**config.mk**
```make
export PLATFORM = sky130hd
export DESIGN_NAME = miss_switch_squash
export DESIGN_NICKNAME = d
export VERILOG_FILES = /design/src/rtl/mss_pkg.sv /design/src/rtl/mss_stall_pick.sv /design/src/rtl/mss_park_bank.sv /design/src/rtl/mss_branch_filter.sv /design/src/rtl/miss_switch_squash.sv
export SDC_FILE = /design/constraint.sdc
export NUM_CORES = 1
export LEC_CHECK = 0
export ABC_AREA = 1
export BUFFER_PORTS_ARGS = -buffer_cell sky130_fd_sc_hd__clkbuf_2
export CORE_AREA = 4 4 177 179
export DETAILED_ROUTE_END_ITERATION = 7
export DIE_AREA = 0 0 181 183
export PLACE_DENSITY = 0.83
export SYNTH_ARGS = -nofsm -noshare
export SYNTH_HDL_FRONTEND = slang
export SYNTH_SLANG_ARGS = --single-unit
```
**constraint.sdc**
```tcl
create_clock -name clk -period 10.55 [get_ports clk]
set_input_delay 2.11 -clock clk [delete_from_list [all_inputs] [get_ports clk]]
set_output_delay 2.11 -clock clk [all_outputs]
set_load 0.05 [all_outputs]
```
**src/rtl/mss_pkg.sv**
```systemverilog
package mss_pkg;

    typedef enum logic [0:0] {
        ST_IDLE  = 1'b0,
        ST_DELAY = 1'b1
    } mss_state_e;

endpackage

```
**src/rtl/mss_stall_pick.sv**
```systemverilog
module mss_stall_pick #(
    parameter int NUM_STAGES  = 5,
    parameter int TID_W       = 2,
    parameter int NUM_THREADS = 4,
    parameter int STG_W       = 3
) (
    input  logic                        enable,
    input  logic [NUM_STAGES-1:0]       flag,
    input  logic [NUM_STAGES*TID_W-1:0] tid_flat,
    input  logic [NUM_THREADS-1:0]      parked,
    output logic                        found,
    output logic [STG_W-1:0]            stage
);

    logic [NUM_STAGES-1:0] eligible;

    // a stage qualifies only if its thread has no instruction parked
    for (genvar s = 0; s < NUM_STAGES; s++) begin : g_elig
        assign eligible[s] = enable && flag[s] && !parked[tid_flat[s*TID_W +: TID_W]];
    end

    // later (deeper) stages override earlier ones
    always_comb begin
        found = 1'b0;
        stage = '0;
        for (int s = 0; s < NUM_STAGES; s++) begin
            if (eligible[s]) begin
                found = 1'b1;
                stage = STG_W'(s);
            end
        end
    end

endmodule

```
**src/rtl/mss_park_bank.sv**
```systemverilog
module mss_park_bank #(
    parameter int NUM_THREADS = 4,
    parameter int TID_W       = 2,
    parameter int SEQ_W       = 16,
    parameter int INST_W      = 32
) (
    input  logic                   clk,
    input  logic                   rst_n,
    input  logic                   cap_en,
    input  logic [TID_W-1:0]       cap_tid,
    input  logic [SEQ_W-1:0]       cap_seq,
    input  logic [INST_W-1:0]      cap_inst,
    input  logic                   rel_en,
    input  logic [TID_W-1:0]       rel_tid,
    output logic [NUM_THREADS-1:0] parked,
    output logic                   out_vld,
    output logic [TID_W-1:0]       out_tid,
    output logic [SEQ_W-1:0]       out_seq,
    output logic [INST_W-1:0]      out_inst
);

    logic [SEQ_W-1:0]  seq_q  [NUM_THREADS];
    logic [INST_W-1:0] inst_q [NUM_THREADS];

    always_ff @(posedge clk) begin
        if (!rst_n) begin
            parked <= '0;
            for (int t = 0; t < NUM_THREADS; t++) begin
                seq_q[t]  <= '0;
                inst_q[t] <= '0;
            end
        end else begin
            for (int t = 0; t < NUM_THREADS; t++) begin
                if (cap_en && cap_tid == TID_W'(t)) begin
                    parked[t] <= 1'b1;
                    seq_q[t]  <= cap_seq;
                    inst_q[t] <= cap_inst;
                end else if (rel_en && rel_tid == TID_W'(t)) begin
                    parked[t] <= 1'b0;
                end
            end
        end
    end

    always_ff @(posedge clk) begin
        if (!rst_n) begin
            out_vld  <= 1'b0;
            out_tid  <= '0;
            out_seq  <= '0;
            out_inst <= '0;
        end else begin
            out_vld  <= rel_en && parked[rel_tid];
            out_tid  <= rel_tid;
            out_seq  <= seq_q[rel_tid];
            out_inst <= inst_q[rel_tid];
        end
    end

endmodule

```
**src/rtl/mss_branch_filter.sv**
```systemverilog
module mss_branch_filter #(
    parameter int NUM_STAGES = 5,
    parameter int TID_W      = 2,
    parameter int SEQ_W      = 16,
    parameter int STG_W      = 3
) (
    input  logic [NUM_STAGES-1:0]       req,
    input  logic [NUM_STAGES*TID_W-1:0] tid_flat,
    input  logic [NUM_STAGES*SEQ_W-1:0] seq_flat,
    input  logic                        stall_take,
    input  logic [TID_W-1:0]            stall_tid,
    input  logic [SEQ_W-1:0]            stall_thr,
    output logic                        br_take,
    output logic [STG_W-1:0]            br_stage,
    output logic [TID_W-1:0]            take_tid,
    output logic [SEQ_W-1:0]            take_thr,
    output logic [NUM_STAGES-1:0]       done
);

    logic br_found;
    logic any_take;

    always_comb begin
        br_found = 1'b0;
        br_stage = '0;
        for (int s = 0; s < NUM_STAGES; s++) begin
            if (req[s]) begin
                br_found = 1'b1;
                br_stage = STG_W'(s);
            end
        end
        br_take  = br_found && !stall_take;
        any_take = br_found || stall_take;
        take_tid = stall_take ? stall_tid : tid_flat[br_stage*TID_W +: TID_W];
        take_thr = stall_take ? stall_thr : seq_flat[br_stage*SEQ_W +: SEQ_W];
        for (int s = 0; s < NUM_STAGES; s++) begin
            done[s] = req[s] &&
                      ((br_take && br_stage == STG_W'(s)) ||
                       (any_take && tid_flat[s*TID_W +: TID_W] == take_tid &&
                        seq_flat[s*SEQ_W +: SEQ_W] > take_thr));
        end
    end

endmodule

```
**src/rtl/miss_switch_squash.sv**
```systemverilog
module miss_switch_squash
    import mss_pkg::*;
#(
    parameter int NUM_STAGES = 5,
    parameter int SEQ_W      = 16,
    parameter int TID_W      = 2,
    parameter int INST_W     = 32,
    parameter int SQ_DELAY   = 0
) (
    input  logic                          clk,
    input  logic                          rst_n,
    input  logic                          switch_on_miss,
    input  logic [NUM_STAGES-1:0]         stall_flag,
    input  logic [NUM_STAGES*TID_W-1:0]   stall_tid,
    input  logic [NUM_STAGES*SEQ_W-1:0]   stall_seq,
    input  logic [NUM_STAGES*INST_W-1:0]  stall_inst,
    input  logic [NUM_STAGES-1:0]         br_req,
    input  logic [NUM_STAGES*TID_W-1:0]   br_tid,
    input  logic [NUM_STAGES*SEQ_W-1:0]   br_seq,
    input  logic                          restore_req,
    input  logic [TID_W-1:0]              restore_tid,
    output logic [NUM_STAGES-1:0]         stage_squash,
    output logic [TID_W-1:0]              squash_tid,
    output logic [SEQ_W-1:0]              squash_thresh,
    output logic                          mem_squash,
    output logic [SEQ_W-1:0]              mem_keep_seq,
    output logic [NUM_STAGES-1:0]         br_done,
    output logic [(2**TID_W)-1:0]         parked_valid,
    output logic                          reinject_vld,
    output logic [TID_W-1:0]              reinject_tid,
    output logic [SEQ_W-1:0]              reinject_seq,
    output logic [INST_W-1:0]             reinject_inst
);

    localparam int NUM_THREADS = 2**TID_W;
    localparam int STG_W       = (NUM_STAGES > 1) ? $clog2(NUM_STAGES) : 1;
    localparam int CNT_W       = (SQ_DELAY > 0) ? $clog2(SQ_DELAY + 1) : 1;

    mss_state_e        state_q;
    logic [CNT_W-1:0]  cnt_q;
    logic [STG_W-1:0]  ev_stage_q;
    logic [TID_W-1:0]  ev_tid_q;
    logic [SEQ_W-1:0]  ev_seq_q;

    logic              pick_found;
    logic [STG_W-1:0]  pick_stage;
    logic [TID_W-1:0]  pick_tid;
    logic [SEQ_W-1:0]  pick_seq;
    logic [INST_W-1:0] pick_inst;

    logic              st_take;
    logic [STG_W-1:0]  st_stage;
    logic [TID_W-1:0]  st_tid;
    logic [SEQ_W-1:0]  st_seq;
    logic [SEQ_W-1:0]  st_thr;

    logic [NUM_STAGES-1:0] br_live;
    logic                  br_take;
    logic [STG_W-1:0]      br_stage;
    logic [TID_W-1:0]      take_tid;
    logic [SEQ_W-1:0]      take_thr;
    logic [NUM_STAGES-1:0] done_d;
    logic [NUM_STAGES-1:0] mask_d;

    mss_stall_pick #(
        .NUM_STAGES (NUM_STAGES),
        .TID_W      (TID_W),
        .NUM_THREADS(NUM_THREADS),
        .STG_W      (STG_W)
    ) u_pick (
        .enable  (switch_on_miss && state_q == ST_IDLE),
        .flag    (stall_flag),
        .tid_flat(stall_tid),
        .parked  (parked_valid),
        .found   (pick_found),
        .stage   (pick_stage)
    );

    assign pick_tid  = stall_tid[pick_stage*TID_W +: TID_W];
    assign pick_seq  = stall_seq[pick_stage*SEQ_W +: SEQ_W];
    assign pick_inst = stall_inst[pick_stage*INST_W +: INST_W];

    mss_park_bank #(
        .NUM_THREADS(NUM_THREADS),
        .TID_W      (TID_W),
        .SEQ_W      (SEQ_W),
        .INST_W     (INST_W)
    ) u_bank (
        .clk     (clk),
        .rst_n   (rst_n),
        .cap_en  (pick_found),
        .cap_tid (pick_tid),
        .cap_seq (pick_seq),
        .cap_inst(pick_inst),
        .rel_en  (restore_req),
        .rel_tid (restore_tid),
        .parked  (parked_valid),
        .out_vld (reinject_vld),
        .out_tid (reinject_tid),
        .out_seq (reinject_seq),
        .out_inst(reinject_inst)
    );

    // stall event issue: immediate with zero delay, else from the parked event
    always_comb begin
        st_take  = 1'b0;
        st_stage = pick_stage;
        st_tid   = pick_tid;
        st_seq   = pick_seq;
        if (SQ_DELAY == 0) begin
            st_take = pick_found;
        end else if (state_q == ST_DELAY && cnt_q == CNT_W'(1)) begin
            st_take  = 1'b1;
            st_stage = ev_stage_q;
            st_tid   = ev_tid_q;
            st_seq   = ev_seq_q;
        end
        st_thr = st_seq - SEQ_W'(1);
    end

    assign br_live = br_req & ~br_done;

    mss_branch_filter #(
        .NUM_STAGES(NUM_STAGES),
        .TID_W     (TID_W),
        .SEQ_W     (SEQ_W),
        .STG_W     (STG_W)
    ) u_filter (
        .req       (br_live),
        .tid_flat  (br_tid),
        .seq_flat  (br_seq),
        .stall_take(st_take),
        .stall_tid (st_tid),
        .stall_thr (st_thr),
        .br_take   (br_take),
        .br_stage  (br_stage),
        .take_tid  (take_tid),
        .take_thr  (take_thr),
        .done      (done_d)
    );

    always_comb begin
        for (int s = 0; s < NUM_STAGES; s++) begin
            mask_d[s] = (st_take  && STG_W'(s) <= st_stage) ||
                        (br_take  && STG_W'(s) <= br_stage);
        end
    end

    // state register: detect / count / fire
    always_ff @(posedge clk) begin
        if (!rst_n) begin
            state_q    <= ST_IDLE;
            cnt_q      <= '0;
            ev_stage_q <= '0;
            ev_tid_q   <= '0;
            ev_seq_q   <= '0;
        end else begin
            unique case (state_q)
                ST_IDLE: begin
                    if (pick_found && SQ_DELAY != 0) begin
                        state_q    <= ST_DELAY;
                        cnt_q      <= CNT_W'(SQ_DELAY);
                        ev_stage_q <= pick_stage;
                        ev_tid_q   <= pick_tid;
                        ev_seq_q   <= pick_seq;
                    end
                end
                ST_DELAY: begin
                    if (cnt_q == CNT_W'(1)) begin
                        state_q <= ST_IDLE;
                    end else begin
                        cnt_q <= cnt_q - CNT_W'(1);
                    end
                end
                default: state_q <= ST_IDLE;
            endcase
        end
    end

    // registered squash outputs
    always_ff @(posedge clk) begin
        if (!rst_n) begin
            stage_squash  <= '0;
            squash_tid    <= '0;
            squash_thresh <= '0;
            mem_squash    <= 1'b0;
            mem_keep_seq  <= '0;
            br_done       <= '0;
        end else begin
            stage_squash  <= mask_d;
            squash_tid    <= (st_take || br_take) ? take_tid : '0;
            squash_thresh <= (st_take || br_take) ? take_thr : '0;
            mem_squash    <= st_take;
            mem_keep_seq  <= st_take ? st_seq : '0;
            br_done       <= done_d;
        end
    end

endmodule

```
Word-level counts from Yosys, hierarchy flattened
Memories as Yosys holds them, arrays and structs flattened. A register that Yosys moved wholly into a read port is not among the register bits.
Cells that the tools add are included.
- flip-flop bits (word level): 54
- memory bits (writable): 192
- input bits: 356
- output and inout bits: 100
- logic and storage cells: 214
- memories kept: 2
- add/sub/neg operators: 2
- $lt $le $gt $ge: 21
- eq/ne operators: 15
- shift operators: 5
- multiplexer cells: 63
- bitwise operators: 11
- reductions and logical operators: 81
- memory list (name ; words ; bits a word ; read ports ; clocked after memory_dff ; write ports ; RTL line ; RTL):
    u_bank.inst_q ; 4 ; 32 ; 1 ; 1 ; 4 ; mss_park_bank.sv:23 ; logic [INST_W-1:0] inst_q [NUM_THREADS];
    u_bank.seq_q ; 4 ; 16 ; 1 ; 1 ; 4 ; mss_park_bank.sv:22 ; logic [SEQ_W-1:0] seq_q [NUM_THREADS];
- operators with widths (cell ; count):
    $shiftx 160x9->32 ; 1
    $shiftx 80x8->16 ; 2
    $mux 32 ; 4
    $gt 16x16->1 ; 5
    $mux 16 ; 5
    $logic_and 1x1->1 ; 51
    $mux 1 ; 41
    $shiftx 10x5->2 ; 2
    $lt 2x3->1 const B ; 6
    $sub 16x1->16 const B ; 1
    $bmux 1 s2 ; 6
    $le 1x3->1 const A ; 4
    $le 2x3->1 const A ; 4
    $logic_or 1x1->1 ; 12
    $eq 2x2->1 ; 5
    $mux 2 ; 5
    $eq 2x2->1 const B ; 4
    $logic_not 1->1 ; 8
    $or 1x1->1 ; 8
    $reduce_bool 2->1 ; 4
    $eq 3x2->1 const B ; 2
    $le 3x3->1 const A ; 2
    $mux 3 ; 2
    $reduce_and 2->1 ; 3
    9 further kinds ; 11

Logic depth before layout (Yosys ltp)
Gate-level depths: netlist (run 1).
- word-level depth: 15
- gate-level depth with buffers: 33
- mapped depth without buffers: 33

Hierarchy
Synthesis (run 1) repeated with hierarchy kept, for this count alone.
- cells, all modules: 2328
- area, all modules: 17710.7 um^2
- modules (own cells, without submodules) (module ; instances ; cells an instance ; area each (um^2) ; sequential area each (um^2)):
    mss_park_bank ; 1 ; 977 ; 9914.5 ; 6866.6
    miss_switch_squash ; 1 ; 671 ; 4001.3 ; 940.9
    mss_branch_filter ; 1 ; 620 ; 3523.4 ; 0.0
    mss_stall_pick ; 1 ; 60 ; 271.5 ; 0.0

Worst setup path before layout (run 1)
OpenSTA, ideal clock, no wires.
- kind: input to register
- from: input port stall_tid[6]
- to: memory u_bank.inst_q[3][0] (enable)
- setup time: 0.520 ns
- arrival time: 7.079 ns
- data required time: 10.030 ns
- setup slack: 2.951 ns
- stages on the path: 14
- buffers on the path: 1
- cells stage by stage: o211ai_1 nand3_2 nand2_2 nand2_4 buf_2 a21oi_1 o21ai_0 nand2_1 nand2_1 o21ai_0 inv_1 nor2_1 clkinv_1 o21ai_0
- RTL lines (element ; RTL line ; RTL):
    from (decl) ; miss_switch_squash.sv:14 ; input logic [NUM_STAGES*TID_W-1:0] stall_tid,
    to (decl) ; mss_park_bank.sv:23 ;

Worst setup path in the final report (run 1)
- from: input port stall_tid[8]
- to: register br_done[0]
- longest elaborated chain between the ends: 12
- elaborated cells between the ends (all ways): 21
- those cells by class: add/sub: 1; order compare: 1; eq/ne: 1; shift: 2; mux: 6; reduce/logical: 10
- RTL lines (element ; RTL line ; RTL):
    $bmux 1 s2 ; mss_stall_pick.sv:19 ; assign eligible[s] = enable && flag[s] && !parked[tid_flat[s*TID_W +: TID_W]];
    $mux 1 (implied by the code) ; mss_stall_pick.sv:19 ;
    $logic_not 1->1 ; mss_stall_pick.sv:19 ;
    $logic_and 1x1->1 ; mss_stall_pick.sv:19 ;
    $mux 3 ; mss_stall_pick.sv:27 ; if (eligible[s]) begin
    $shiftx 80x8->16 or $shiftx 10x5->2 (tied branches) ; miss_switch_squash.sv:80, miss_switch_squash.sv:79 ;
    $sub 16x1->16 or $mux 2 (tied branches) ; miss_switch_squash.sv:118, mss_branch_filter.sv:34 ;
    $mux 16 or $eq 2x2->1 (tied branches) ; mss_branch_filter.sv:35, mss_branch_filter.sv:39 ;
    $gt 16x16->1 or $logic_and 1x1->1 (tied branches) ; mss_branch_filter.sv:40, mss_branch_filter.sv:39 ;
    $logic_and 1x1->1 ; mss_branch_filter.sv:39 ; (any_take && tid_flat[s*TID_W +: TID_W] == take_tid &&
    $logic_or 1x1->1 * ; mss_branch_filter.sv:38 ; ((br_take && br_stage == STG_W'(s)) ||
    $logic_and 1x1->1 * ; mss_branch_filter.sv:37 ; done[s] = req[s] &&
    to (signal assigned) ; miss_switch_squash.sv:195 ; br_done <= done_d;
    to (decl) ; miss_switch_squash.sv:27 ; output logic [NUM_STAGES-1:0] br_done,
Every way passes the cells marked *; elsewhere a longest branch is shown, timed or not. The select of a mux whose other input is x is not followed.
A chain may end at the register's enable or synchronous reset.

==> results.toml, run 1 <==
[status]
status = "complete, no violations"

[yosys]
synth_cell_type_count = 53
synth_edf_count = 192
yosys_warnings = 0
netlist_area_sq_um = 16100
synth_ff_type = "edfxtp_1"
postSynthCellCount = 1873
async_reset_ff_frac = 0
avgSynthCellArea_sq_um = 8.596
synth_fp_nets = 2300
ys_seq_area_frac = 0.4849
synth-seq-cells = 294

[floorplan]
start_util = 0.5447
ios = 456
die-area_sq_um = 33120
core_area_sq_um = 29560
fp-row-count = 63
die_w_microns = 181
die_h_microns = 183

[global_routing]
grt_max_degree = 94
antenna_found_initial = 1
overflow = 0
grtUsageTotal = 0.3671
grt_pass1_wl_mm = 94.44
grt_pass1_vias = 15520

[route]
via_per_inst = 6.119
ant_nets = 0
vias = 16400
drc_errors = 0
drt_iter0_markers = 2106
wire_per_inst_microns = 24.02
drt_wl_total_mm = 64.37
dr.pass1.iters = 6

[clock_network]
cts_tree = "done"
ctsRootBufferMaster = "clkbuf_16"
insertion_delay_ns = 0.58
clockBufferDepth = 3
cts.sinks = 294
clkTransAtPathRegs_ns = 0.07
cts_buffers = 31
postCtsHoldBufs = 0
htreeDepth = 1
cts_setup_buffers = 0
ctsResizeCount = 0

[timing]
drv_slew = 0
fin_skew_ns = 0.02182
grt_setup_unrepaired = "false"
maxSlewHeadroom = 0.2827
max_freq_ghz = 0.1479
setup_viol = 0
finalHoldViolCount = 0
finalCritPeriodShare = 0.6407
worst_pin_slew_ns = 1.072
period_needed_ns = 6.760
setup-tns-final_ns = 0

[cells_and_area]
fin_nets = 2692
area_growth_pct = 21.77
drive_gt1_frac = 0.2659
seq_area_sq_um = 7807
n_fill_cell = 2466
multi_input_area_sq_um = 7318
diodes = 0

[min_path]
hold_class = "reg2reg"

[pwr]
leakagePower_uw = 0.008967
peakVddDrop_uv = 148.0
power_uw = 3771
power.density_nw_per_um2 = 192.3

[placed_design]
io_buffers = 455
globalplace.congestion = 1.019
detailed_place_hpwl_mm = 47.27

[critical_path]
crit_type = "in2reg"
cp_max_fo = 54
start_kind = "input pin"
cp-end-kind = "flip-flop"
critPathRequiredTime_ns = 11.05
arrival_ns = 7.26

[run]
cap_viol_max_count = 0
area by class of cell:
type | count | share of cell area
Clock buffer | 38 | 0.04244
Sequential cell | 294 | 0.3982
Timing Repair Buffer | 480 | 0.1258
Multi-Input combinational cell | 1322 | 0.3733
Tap cell | 390 | 0.02489
Inverter | 136 | 0.02604
Clock inverter | 20 | 0.009317
placed cells by master (no fill, tap or decap), types with 4 or more instances in the layout:
master     netlist  final
clkbuf_2         0    454
o21ai_0        149    145
or2_2            9      9
ha_1            71     71
nand4_1         18     18
a31oi_1         51     51
a22oi_1         48     48
nor3_1          14     14
inv_1          120    117
o221ai_1        43     43
o21a_1           4      4
edfxtp_1       192    192
nand2_4          6      6
clkbuf_1        95      4
xnor2_1          4      4
buf_4            4     26
clkinv_1         2      7
nand3_1        169    167
a21oi_1         65     65
a32o_1           6      6
o21ai_4          1      5
o21bai_1         4      4
nand2_1        216    215
a221oi_1         7      7
nor2_4           3      5
o21ai_1         10     10
nand2_2         10     11
o211ai_1         9      9
a211oi_1        13     13
xor2_1           4      4
inv_2           14     17
clkinv_2         0      5
nor4_1           5      5
nand3b_1         5      5
dfxtp_1        102    102
nor2_2           6      6
nand3_2          9     11
nor2_1         342    340
clkbuf_16        0     31
logic make-up after synthesis:
logic type               after synthesis  synth area share
flip-flops                           294            0.4849
AO/OA/AOI/OAI                        425            0.1655
adder cells (fa/ha/maj)               71           0.05518
AND/OR/NAND/NOR                      818            0.2251
XOR/XNOR                               8          0.004351
buffers and inverters                257           0.06505
synthesized netlist by cell type (9+ instances only):
cell type,instances,share of area
o21ai_1,10,0.0031
edfxtp_1,192,0.36
dfxtp_1,102,0.13
a211oi_1,13,0.0061
o221ai_1,43,0.023
nand2_2,10,0.0039
nand4_1,18,0.0070
a31oi_1,51,0.020
inv_2,14,0.0033
a22oi_1,48,0.022
a21oi_1,65,0.020
inv_1,120,0.028
o211ai_1,9,0.0042
or2_2,9,0.0035
clkbuf_1,95,0.022
ha_1,71,0.055
nor2_1,342,0.080
nand3_2,9,0.0056
o21ai_0,149,0.046
nor3_1,14,0.0044
nand3_1,169,0.053
buf_2,10,0.0031
nand2_1,216,0.050
per-stage QoR:
stage | util | setup slack, ns | cells | hold WS (ns) | cell area [sq um]
3_5_place_dp | 0.6290 | 3.362 | 2622 | 0.4154 | 18590
2_1_floorplan | - | 2.951 | 1873 | 0.3994 | 16100
6_report | 0.6633 | 3.790 | 2680 | 0.4304 | 19610
3_3_place_gp | 0.6290 | 3.509 | 2622 | 0.4082 | 18590
5_1_grt | 0.6633 | 3.247 | 2680 | 0.4437 | 19610
4_1_cts | 0.6633 | 3.921 | 2680 | 0.4294 | 19610
critical path, stage by stage:
cell,delay [ns]
clkbuf_2,0.12
o211ai_1,0.27
nand3_4,0.34
nand2_4,0.58
inv_2,0.42
o21ai_2,0.15
inv_2,0.04
o21ai_1,0.06
nand3_1,0.10
nand2_2,0.19
ha_1,0.19
nand3_1,0.12
nor2_2,0.22
nand3_1,0.17
xnor2_1,0.17
nand2_1,0.08
o21ai_0,0.35
ha_1,0.46
nand4_1,0.19
o221ai_1,0.25
a21oi_1,0.13
nand2_1,0.09
nand3_1,0.07
nand2_1,0.09
nand2_1,0.05
nand2_1,0.06
nand2_1,0.05
a21oi_1,0.11
power by group:
| group | switching, uW | leakage, uW | internal (uW) | total (uW) |
|---|---|---|---|---|
| registers | 53.0 | 0.00287 | 1400 | 1450 |
| logic | 895 | 0.00561 | 338 | 1230 |
| clock network | 474 | 0.000496 | 615 | 1090 |
per-layer routing:
layer,up-vias,GRT usage,part of all wire
met2,1170,0.6130,0.47
met5,-,0,0.00020
li1,7401,-,-
met3,166,0.06664,0.11
met1,7661,0.4704,0.36
met4,2,0.1666,0.054
state kept, by name (all words and copies together), names as in the netlist:
name	flops
mem_squash	1
u_bank.inst_q	128
stage_squash	5
state_q	1
squash_thresh	16
u_bank.out_inst	32
mem_keep_seq	16
squash_tid	2
u_bank.seq_q	64
cnt_q	1
u_bank.out_tid	2
u_bank.out_vld	1
u_bank.out_seq	16
u_bank.parked	4
br_done	5
path summary, 6_finish.rpt:
check | slack, ns | depth (start not counted) | start | to
setup / recovery | 3.79 | 28 | stall_tid[8] | br_done[0]
hold / removal | 0.43 | 1 | cnt_q | state_q
setup reg to reg | 5.01 | 29 | u_bank.parked[0] | br_done[0]
hold reg to reg | 0.43 | 1 | cnt_q | state_q
(Power assumes the default switching activity.)
==> run 2, diff against run 1 <==
CORE_AREA = 4 4 180 182   (was 4 4 177 179)
DIE_AREA = 0 0 184 186   (was 0 0 181 183)
PLACE_DENSITY = 0.8   (was 0.83)
clock period = 6.34 ns   (was 10.55 ns; I/O delays follow)
==> run 2 against run 1 <==
Net effect:
- highest routed layer unchanged
- die area increased by 3.3%
- register-to-register slack got worse by 3.7 ns
- non-clock buffer count increased by 13
- first-iteration DRC count decreased by 7.8%
- sequential cell count unchanged
- global-route usage decreased by 0.75 points
- count of clock-buffer cells in the layout increased by 9
- cell count increased by 0.71%
- total power increased by 68%
- worst hold slack improved by 0.0015 ns
- worst setup slack got worse by 2.8 ns
- critical path depth increased by 1
==> results.toml, run 2 (synthesized netlist as in run 1, its figures left out) <==
[clock_network]
cts.sinks = 294
cts_tree = "done"
ctsResizeCount = 0
cts_setup_buffers = 0
ctsRootBufferMaster = "clkbuf_16"
htreeDepth = 1
postCtsHoldBufs = 0
cts_buffers = 31
clkTransAtPathRegs_ns = 0.07
clockBufferDepth = 3
insertion_delay_ns = 0.57

[placed_design]
globalplace.congestion = 0.9954
io_buffers = 455
place_area_sq_um = 18730
place_ws_ns = 0.5470
detailed_place_hpwl_mm = 47.72

[global_routing]
grt_pass1_vias = 15770
grt_pass1_wl_mm = 94.50
overflow = 0
antenna_found_initial = 4
grtUsageTotal = 0.3596
grt_max_degree = 102

[route]
drc_errors = 0
ant_nets = 0
drt_wl_total_mm = 64.20
vias = 16240
dr.pass1.iters = 6
via_per_inst = 6.016
wire_per_inst_microns = 23.79
drt_iter0_markers = 1941

[timing]
finalHoldViolCount = 0
fin_skew_ns = 0.02076
maxSlewHeadroom = 0.2230
worst_pin_slew_ns = 1.165
period_needed_ns = 5.393
finalCritPeriodShare = 0.8506
grt_setup_unrepaired = "false"
max_freq_ghz = 0.1854
fin_ws_ns = 0.9473
setup_viol = 0
drv_slew = 0
holdWs_ns = 0.4318

[cells_and_area]
area_growth_pct = 22.87
fin_nets = 2705
final_cell_mix = "clkbuf_2 (454), nor2_1 (340), nand2_1 (215)"
largest_register = "u_bank.inst_q"
drive_gt1_frac = 0.2711
final_common_cell = "clkbuf_2"
largest_register_ffs = 128
finalInstanceArea_sq_um = 19780
largestRegisters = "u_bank.inst_q (128), u_bank.seq_q (64), u_bank.out_inst (32)"

[floorplan]
die_w_microns = 184
fp-row-count = 64
ios = 456
die_h_microns = 186
core_area_sq_um = 30590
start_util = 0.5263
die-area_sq_um = 34220

[status]
status = "complete, no violations"

[critical_path]
crit_slowest_cell = "o21ai_0"
crit_type = "in2reg"
crit_path_max_incr_delay_ns = 0.78
path_common_cell = "nand2_1"
r2r_slack_ns = 1.32
start_kind = "input pin"
cp_max_fo = 30
arrival_ns = 5.85
critPathRequiredTime_ns = 6.80
cp-end-kind = "flip-flop"

[min_path]
hold_class = "reg2reg"

[pwr]
power.density_nw_per_um2 = 320.5
leakagePower_uw = 0.009065
peakVddDrop_uv = 217.6

[run]
cap_viol_max_count = 0
[run 2: through the flow]
step,setup TNS [ns],utilization,power (uW),std cells
floorplan,-15.73,-,3750,1873
global placement,0,0.6124,4464,2641
detailed placement,0,0.6124,4486,2641
CTS,0,0.6466,6309,2698
global route,0,0.6466,6614,2698
finish,0,0.6467,6340,2699
[run 2: worst paths after layout]
check                                       from          to  cells past startpoint
worst max-delay path                stall_tid[6]  br_done[4]                     29
worst min-delay path                       cnt_q     state_q                      1
worst max register to register  u_bank.parked[0]  br_done[4]                     31
worst min register to register             cnt_q     state_q                      1
[run 2: worst max-delay path, delay by kind of cell]
family          cells  cell delay, ns
xor+xnor            1            0.09
fa+ha+maj           1            0.40
simple gates       18            2.30
compound gates      6            1.50
buf+inv             3            0.29
[run 2: per-layer routing]
layer  global-route usage  up-vias  routed length, microns
li1                     -     7424                       -
met1               0.4623     7558                   24090
met2               0.6023     1081                   30680
met3              0.06684      168                    6423
met4               0.1473        6                    2957
met5                    0        -                      45
[run 2: cell type report]
cell class | instances | area, sq um
inverters | 136 | 510.5
repair buffers | 493 | 2603
multi-input cells | 1322 | 7318
clock inverters | 10 | 98.84
diodes | 1 | 2.502
fillers | 2616 | 10810
clock buffers | 47 | 947.2
flip-flops and latches | 294 | 7807
well taps | 396 | 495.5
[run 2: report_power, final]
group | leakage [uW] | switching, uW | internal, uW
sequential | 0.00287 | 84.9 | 2320
combinational | 0.00568 | 1490 | 590
clock | 0.000519 | 776 | 1080
